$ cat config.mk
export PLATFORM = sky130hd
export DESIGN_NAME = lrs_slot
export DESIGN_NICKNAME = d
export VERILOG_FILES = /design/src/rtl/lrs_pkg.sv /design/src/rtl/lrs_load_check.sv /design/src/rtl/lrs_state_core.sv /design/src/rtl/lrs_fwd.sv /design/src/rtl/lrs_slot.sv
export SDC_FILE = /design/constraint.sdc
export NUM_CORES = 1
export LEC_CHECK = 0
export BUFFER_PORTS_ARGS = -buffer_cell sky130_fd_sc_hd__buf_2
export CAP_MARGIN = 5
export CORE_AREA = 4 4 78 80
export DETAILED_ROUTE_END_ITERATION = 10
export DIE_AREA = 0 0 82 84
export PLACE_DENSITY_LB_ADDON = 0.05
export SLEW_MARGIN = 10
export SYNTH_ARGS = -nofsm -noshare
export SYNTH_HDL_FRONTEND = slang
export SYNTH_HIERARCHICAL = 1
export SYNTH_SLANG_ARGS = --single-unit
$ cat constraint.sdc
create_clock -name clk -period 1.3 [get_ports clk]
set_clock_uncertainty 0.1 [all_clocks]
set_input_delay 0.13 -clock clk [delete_from_list [all_inputs] [get_ports clk]]
set_output_delay 0.13 -clock clk [all_outputs]
set_load 0.03 [all_outputs]
$ cat src/rtl/lrs_pkg.sv
package lrs_pkg;
  typedef enum logic [1:0] {
    ST_INACT = 2'b00,
    ST_PEND  = 2'b01,
    ST_ACT   = 2'b10,
    ST_PA    = 2'b11
  } lr_state_e;
endpackage

$ cat src/rtl/lrs_load_check.sv
module lrs_load_check
  import lrs_pkg::*;
(
  input  logic [1:0] ld_state,
  input  logic       ld_hw,
  input  logic       ld_noact,
  output logic       ld_ok
);
  // A linked slot must be able to mirror the physical active state.
  always_comb begin
    ld_ok = 1'b1;
    if (ld_hw && (lr_state_e'(ld_state) == ST_PA)) ld_ok = 1'b0;
    if (ld_hw && ld_noact) ld_ok = 1'b0;
  end
endmodule

$ cat src/rtl/lrs_state_core.sv
module lrs_state_core
  import lrs_pkg::*;
#(
  parameter int VID_W = 10,
  parameter int PID_W = 10
) (
  input  logic             clk,
  input  logic             rst,
  input  logic             ld_valid,
  input  logic             ld_ok,
  input  logic [VID_W-1:0] ld_vid,
  input  logic [1:0]       ld_state,
  input  logic             ld_hw,
  input  logic [PID_W-1:0] ld_pid,
  input  logic             g_ack,
  input  logic             g_eoi,
  input  logic             g_dir,
  input  logic             split_mode,
  output logic [VID_W-1:0] vid_q,
  output lr_state_e        state_q,
  output logic             hw_q,
  output logic [PID_W-1:0] pid_q,
  output logic             empty_q,
  output logic [VID_W-1:0] ack_id_q,
  output logic             ld_err_q,
  output logic             fwd_fire
);
  localparam logic [VID_W-1:0] SPUR_ID = {VID_W{1'b1}};

  logic      guest_ok, do_ack, do_deact, acked, ld_take;
  lr_state_e st_n;

  always_comb begin
    guest_ok = !ld_valid;
    ld_take  = ld_valid && ld_ok;
    do_ack   = guest_ok && g_ack;
    do_deact = guest_ok && !g_ack && (g_dir || (g_eoi && !split_mode));
    acked    = do_ack && ((state_q == ST_PEND) || (state_q == ST_PA));
    fwd_fire = do_deact && hw_q && (state_q == ST_ACT);
    st_n     = state_q;
    if (ld_take) begin
      st_n = lr_state_e'(ld_state);
    end else if (acked) begin
      st_n = ST_ACT;
    end else if (do_deact) begin
      case (state_q)
        ST_ACT:  st_n = ST_INACT;
        ST_PA:   st_n = ST_PEND;
        default: st_n = state_q;
      endcase
    end
  end

  always_ff @(posedge clk) begin
    if (rst) begin
      vid_q    <= '0;
      state_q  <= ST_INACT;
      hw_q     <= 1'b0;
      pid_q    <= '0;
      empty_q  <= 1'b1;
      ack_id_q <= SPUR_ID;
      ld_err_q <= 1'b0;
    end else begin
      state_q  <= st_n;
      empty_q  <= (st_n == ST_INACT);
      ld_err_q <= ld_valid && !ld_ok;
      if (ld_take) begin
        vid_q <= ld_vid;
        hw_q  <= ld_hw;
        pid_q <= ld_pid;
      end
      if (g_ack) ack_id_q <= acked ? vid_q : SPUR_ID;
    end
  end


  linked_no_pa_chk: assert property (@(posedge clk) disable iff (rst)
    hw_q |-> (state_q != ST_PA));


  refused_keeps_slot_chk: assert property (@(posedge clk) disable iff (rst)
    ld_err_q |-> ($stable(state_q) && $stable(vid_q) && $stable(hw_q) && $stable(pid_q)));


  spurious_ack_chk: assert property (@(posedge clk) disable iff (rst)
    (g_ack && !ld_valid && (state_q == ST_INACT)) |=> (ack_id_q == SPUR_ID));


  deact_active_chk: assert property (@(posedge clk) disable iff (rst)
    (g_dir && !g_ack && !ld_valid && (state_q == ST_ACT)) |=> (state_q == ST_INACT));
endmodule

$ cat src/rtl/lrs_fwd.sv
module lrs_fwd #(
  parameter int PID_W = 10
) (
  input  logic             clk,
  input  logic             rst,
  input  logic             fire,
  input  logic [PID_W-1:0] pid,
  output logic             fwd_valid,
  output logic [PID_W-1:0] fwd_pid
);
  always_ff @(posedge clk) begin
    if (rst) begin
      fwd_valid <= 1'b0;
      fwd_pid   <= '0;
    end else begin
      fwd_valid <= fire;
      if (fire) fwd_pid <= pid;
    end
  end


  fwd_single_pulse_chk: assert property (@(posedge clk) disable iff (rst)
    fwd_valid |=> !fwd_valid);
endmodule

$ cat src/rtl/lrs_slot.sv
module lrs_slot
  import lrs_pkg::*;
#(
  parameter int VID_W = 10,
  parameter int PID_W = 10
) (
  input  logic             clk,
  input  logic             rst,
  input  logic             ld_valid,
  input  logic [VID_W-1:0] ld_vid,
  input  logic [1:0]       ld_state,
  input  logic             ld_hw,
  input  logic [PID_W-1:0] ld_pid,
  input  logic             ld_noact,
  output logic             ld_err,
  input  logic             g_ack,
  input  logic             g_eoi,
  input  logic             g_dir,
  input  logic             split_mode,
  output logic [VID_W-1:0] ack_id,
  output logic [VID_W-1:0] slot_vid,
  output logic [1:0]       slot_state,
  output logic             slot_hw,
  output logic [PID_W-1:0] slot_pid,
  output logic             slot_empty,
  output logic             fwd_valid,
  output logic [PID_W-1:0] fwd_pid
);
  logic      ld_ok, fire;
  lr_state_e st;

  lrs_load_check u_chk (
    .ld_state (ld_state),
    .ld_hw    (ld_hw),
    .ld_noact (ld_noact),
    .ld_ok    (ld_ok)
  );

  lrs_state_core #(.VID_W(VID_W), .PID_W(PID_W)) u_core (
    .clk        (clk),
    .rst        (rst),
    .ld_valid   (ld_valid),
    .ld_ok      (ld_ok),
    .ld_vid     (ld_vid),
    .ld_state   (ld_state),
    .ld_hw      (ld_hw),
    .ld_pid     (ld_pid),
    .g_ack      (g_ack),
    .g_eoi      (g_eoi),
    .g_dir      (g_dir),
    .split_mode (split_mode),
    .vid_q      (slot_vid),
    .state_q    (st),
    .hw_q       (slot_hw),
    .pid_q      (slot_pid),
    .empty_q    (slot_empty),
    .ack_id_q   (ack_id),
    .ld_err_q   (ld_err),
    .fwd_fire   (fire)
  );

  lrs_fwd #(.PID_W(PID_W)) u_fwd (
    .clk       (clk),
    .rst       (rst),
    .fire      (fire),
    .pid       (slot_pid),
    .fwd_valid (fwd_valid),
    .fwd_pid   (fwd_pid)
  );

  assign slot_state = st;


  fwd_from_linked_active_chk: assert property (@(posedge clk) disable iff (rst)
    fwd_valid |-> ($past(slot_hw && (st == ST_ACT)) && (st == ST_INACT)));


  load_blocks_fwd_chk: assert property (@(posedge clk) disable iff (rst)
    ld_valid |=> !fwd_valid);


  err_needs_bad_load_chk: assert property (@(posedge clk) disable iff (rst)
    ld_err |-> $past(ld_valid && ld_hw && ((ld_state == 2'b11) || ld_noact)));
endmodule

==> flow_summary.json, run 1 <==
{
  "syn_inst": 182,
  "tightest_slew_ps": 284.5,
  "grt_max_degree": 28,
  "gp_congestion": 0.6683,
  "grt_util_all_layers": 0.1426,
  "layout_common_cells": "buf_2, nand2_1, dfxtp_1",
  "endpoint_kind": "register",
  "cts.sinks": 46,
  "critPathMaxFanout": 11,
  "required_ps": 1380,
  "first_pass_iters": 4,
  "ys_types": 23,
  "cts.clk_slew.worst_paths_ps": 80,
  "core_area_sq_mm": 0.005405,
  "io_pins": 77,
  "fin_crit_sh": 0.9798,
  "crit_chain": "and4b_1 -> buf_12 -> mux2i_2 -> nor2_1",
  "worstHoldPathType": "input pin to register",
  "clk_latency_ps": 290,
  "nets": 319,
  "syn_area_sq_mm": 0.001632,
  "setup_tns_ps": 0,
  "fin_util": 0.4595,
  "max-vdd-ir-drop_mv": 0.5346,
  "timing.final.crit_period_ps": 1274,
  "start_util": 0.3019,
  "status": "finished, final reports clean",
  "wl_per_cell_um": 12.53,
  "diodes": 0,
  "syn_nets": 213,
  "dp_cells": 332,
  "ys_seq_area_frac": 0.5644,
  "fmax_mhz": 785.1,
  "grt_pass1_vias": 1557,
  "cp_slowest_cell": "dfxtp_2",
  "worst_setup_path_start_kind": "register",
  "arrival_ps": 1360,
  "drc_errors": 0,
  "setup_viol": 0,
  "hold_violations": 0,
  "grt_pass1_wl_um": 7590,
  "clockBufferDepth": 2,
  "antenna_found_initial": 0,
  "final_cells": 361,
  "slew_headroom": 0.8103,
  "vias": 1603,
  "globalRouteOverflowTotal": 0,
  "cts_tree": "yes",
  "ys_seq_elements": 46,
  "portBuffers": 76,
  "slowest_delay_ps": 330,
  "p_leak_uw": 0.001107,
  "drive_above_1_share": 0.3702,
  "yosys_warnings": 6,
  "die_y_um": 84,
  "ant_nets": 0,
  "die-area_sq_mm": 0.006888,
  "dp_hpwl_um": 3146,
  "area_growth_pct": 52.22,
  "vias_per_cell": 4.440,
  "timing.max_cap.violations": 0,
  "cts_max_level": 2,
  "powerDensity_mw_per_mm2": 1132,
  "finalMaxSlewViolations": 0,
  "syn_area_per_cell_sq_um": 8.965,
  "rsz0062_at_grt": "yes",
  "cts_made_buffers": 5,
  "row_count": 27,
  "worst-setup-path-type": "register to register",
  "drt_wl_total_um": 4524,
  "die-width_um": 82,
  "final_common_cell": "buf_2",
  "cts_root_buf": "clkbuf_8",
  "drt_iter0_markers": 46
}
[critical path, delay by kind of cell, from the launching register on]
| family | cells | cell delay, ps |
|---|---|---|
| DFF | 1 | 330 |
| buffers and inverters | 1 | 160 |
| muxes | 1 | 220 |
| and+or+nand+nor | 2 | 350 |
[synthesized netlist by cell type]
cell      count  share of area
buf_2         5          0.015
buf_6         1         0.0069
o21a_1        1         0.0046
and2_2        1         0.0046
clkbuf_1      4         0.0092
a21oi_1      21          0.064
a21o_1        2         0.0092
nor2_1       12          0.028
a21oi_2       1         0.0054
nor2b_1       2         0.0077
o22ai_1      10          0.038
mux2_4        1         0.0092
buf_4         2         0.0092
inv_1         1         0.0023
nand3_1       2         0.0061
nand2_1      54           0.12
o21ai_0       1         0.0031
dfxtp_1      46           0.56
nor3b_1       2         0.0092
nand3b_1      1         0.0046
o221a_2       1         0.0069
mux2i_1      10          0.061
and4b_1       1         0.0061
[layer usage]
metal	vias up	share of wire	track usage
met5	-	0	0
met4	0	0.017	0.05438
met3	8	0.065	0.03996
met2	43	0.46	0.2226
met1	728	0.46	0.1838
li1	824	-	-
[cells by family after synthesis]
logic type | synth area share
compound gates | 0.1319
buf+inv | 0.04293
flops | 0.5644
mux | 0.07055
simple gates | 0.1902
[sequential cells by signal, indices dropped and copies added, names as in the netlist, 2 cells and up]
| register | cells |
|---|---|
| u_core/ack_id_q | 10 |
| u_core/pid_q | 10 |
| u_core/state_q | 2 |
| u_core/vid_q | 10 |
| u_fwd/fwd_pid | 10 |
[final cells by class]
| type | instances | area [sq um] |
|---|---|---|
| Fill cell | 555 | 2922 |
| Timing Repair Buffer | 111 | 720.7 |
| Tap cell | 72 | 90.09 |
| Multi-Input combinational cell | 123 | 649.4 |
| Inverter | 1 | 3.754 |
| Clock buffer | 6 | 82.58 |
| Sequential cell | 46 | 924.6 |
| Clock inverter | 2 | 12.51 |
[metrics by stage]
stage	hold WS [ps]	power, uW	area, sq um	worst slack (ps)
floorplan	101.6	1741	1635	25.79
global placement	275.5	1907	2170	-125.0
detailed placement	276.4	1906	2170	-110.0
CTS	47.15	2865	2475	36.27
global route	71.65	2962	2484	-27.22
finish	57.11	2811	2484	26.26
[path summary, 6_finish.rpt]
path	slack [ps]	start	depth (start not counted)	to
setup reg to reg	30	u_core/state_q[0]$_SDFF_PP0_	4	u_fwd/fwd_pid[4]$_SDFFE_PP0P_
hold / removal	60	rst	2	u_core/vid_q[0]$_SDFFE_PP0P_
setup / recovery	30	u_core/state_q[0]$_SDFF_PP0_	4	u_fwd/fwd_pid[4]$_SDFFE_PP0P_
hold reg to reg	370	u_core/hw_q$_SDFFE_PP0P_	2	u_core/hw_q$_SDFFE_PP0P_
[where the power goes]
part / switching, uW / total (uW) / internal, uW
Sequential: 30.8 / 1490 / 1460
Clock: 469 / 896 / 427
Combinational: 243 / 427 / 184
Total: 742 / 2810 / 2070
[repair_timing]
item,4_1_cts,5_1_grt
resized for setup,0,2
hold buffers,21,0
buffers inserted,0,0
hold endpoints to repair,21,0
endpoints found under the setup margin,0,3
(Power assumes the default switching activity.)
==> run 2, diff against run 1 <==
==> constraint.sdc (replaced) <==
create_clock -name clk -period 1.65 [get_ports clk]
set_clock_uncertainty 0.1 [all_clocks]
set_input_delay 0.165 -clock clk [delete_from_list [all_inputs] [get_ports clk]]
set_output_delay 0.165 -clock clk [all_outputs]
set_load 0.03 [all_outputs]
==> flow_summary.json, run 2 (synthesis results as in run 1) <==
{
  "tightest_slew_ps": 266.9,
  "die_y_um": 84,
  "area_growth_pct": 45.25,
  "row_count": 27,
  "hold_violations": 0,
  "arrival_ps": 1360,
  "max-vdd-ir-drop_mv": 0.4605,
  "final_common_cell": "buf_2",
  "layout_common_cells": "buf_2, nand2_1, dfxtp_1",
  "ant_nets": 0,
  "nets": 308,
  "timing.max_cap.violations": 0,
  "globalRouteOverflowTotal": 0,
  "worst-setup-path-type": "register to register",
  "required_ps": 1730,
  "wl_per_cell_um": 12.91,
  "cts_resized": 0,
  "grt_pass1_vias": 1506,
  "drt_iter0_markers": 64,
  "setup_viol": 0,
  "clk_latency_ps": 300,
  "grt_util_all_layers": 0.1349,
  "drc_errors": 0,
  "setup_tns_ps": 0,
  "critPathMaxFanout": 11,
  "cts.sinks": 46,
  "final_cells": 350,
  "finalPower_uw": 2190,
  "worst_setup_path_start_kind": "register",
  "fin_crit_sh": 0.7764,
  "cts_hold_buf": 15,
  "io_pins": 77,
  "cts.clk_slew.worst_paths_ps": 80,
  "cts_made_buffers": 5,
  "post-cts-setup-buffer-count": 0,
  "drive_above_1_share": 0.3453,
  "clockBufferDepth": 2,
  "antenna_found_initial": 0,
  "gp_congestion": 0.7543,
  "cp_slowest_cell": "dfxtp_1",
  "portBuffers": 76,
  "core_area_sq_mm": 0.005405,
  "p_leak_uw": 0.001056,
  "status": "finished, final reports clean",
  "final_cell_area_sq_mm": 0.002370,
  "worstHoldPathType": "input pin to register",
  "dp_cells": 327,
  "die-width_um": 82,
  "cts_root_buf": "clkbuf_8",
  "slowest_delay_ps": 350,
  "first_pass_iters": 5,
  "finalMaxSlewViolations": 0,
  "rsz0062_at_grt": "no",
  "dp_hpwl_um": 3161,
  "drt_wl_total_um": 4517,
  "diodes": 0,
  "crit_chain": "and4b_1 -> buf_12 -> mux2i_1 -> nor2_1",
  "die-area_sq_mm": 0.006888,
  "cts_tree": "yes",
  "slew_headroom": 0.8221,
  "powerDensity_mw_per_mm2": 924.2,
  "grt_max_degree": 26,
  "vias": 1533,
  "timing.final.crit_period_ps": 1281,
  "r2r_setup_slack_ps": 370,
  "fmax_mhz": 780.6,
  "cts_max_level": 2,
  "start_util": 0.3019,
  "path_buf_inv": 1,
  "endpoint_kind": "register",
  "vias_per_cell": 4.380,
  "grt_pass1_wl_um": 7217,
  "crit_family": "simple AND/OR/NAND/NOR gates",
  "post_dp_cell_area_sq_mm": 0.002128
}
-- run 2: final cells by class --
cell class | instances | area [sq um]
fill | 563 | 3035
timing repair buffer | 100 | 623.1
tap | 72 | 90.09
multi-input combinational | 123 | 640.6
sequential | 46 | 920.9
inverter | 1 | 3.754
clock buffer | 7 | 86.33
clock inverter | 1 | 5.005
-- run 2: power breakdown --
part           total, uW  leakage (uW)  switching [uW]  internal [uW]
sequential          1170      0.000375            25.4           1150
clock                702     0.0000482             364            338
combinational        315      0.000633             187            128
total               2190       0.00106             577           1610
-- run 2: per-layer routing --
metal,global-route usage,part of all wire,vias up
li1,-,-,796
met1,0.1708,0.46,682
met2,0.2079,0.45,48
met3,0.05076,0.080,7
met4,0.04532,0.015,0
met5,0,0,-
-- run 2: worst register-to-register path, cell delays in order, from the launching register on --
cell and delay (ps):
dfxtp_1 350, and4b_1 310, buf_12 160, mux2i_1 190, nor2_1 50
-- run 2: final timing paths --
kind | startpoint | to | cells after the start
max | u_core/state_q[0]$_SDFF_PP0_ | u_fwd/fwd_pid[7]$_SDFFE_PP0P_ | 4
min | ld_vid[3] | u_core/vid_q[3]$_SDFFE_PP0P_ | 3
max reg2reg | u_core/state_q[0]$_SDFF_PP0_ | u_fwd/fwd_pid[7]$_SDFFE_PP0P_ | 4
min reg2reg | u_core/pid_q[4]$_SDFFE_PP0P_ | u_core/pid_q[4]$_SDFFE_PP0P_ | 2
-- run 2: metrics by stage --
| step | utilization | hold slack, ps | worst slack [ps] |
|---|---|---|---|
| after floorplan | - | 136.6 | 267.0 |
| after global placement | 0.3938 | 307.7 | 194.2 |
| after detailed placement | 0.3938 | 310.0 | 170.1 |
| after CTS | 0.4384 | 1.723 | 357.0 |
| after global routing | 0.4384 | 6.832 | 299.9 |
| final | 0.4384 | 9.321 | 369.0 |
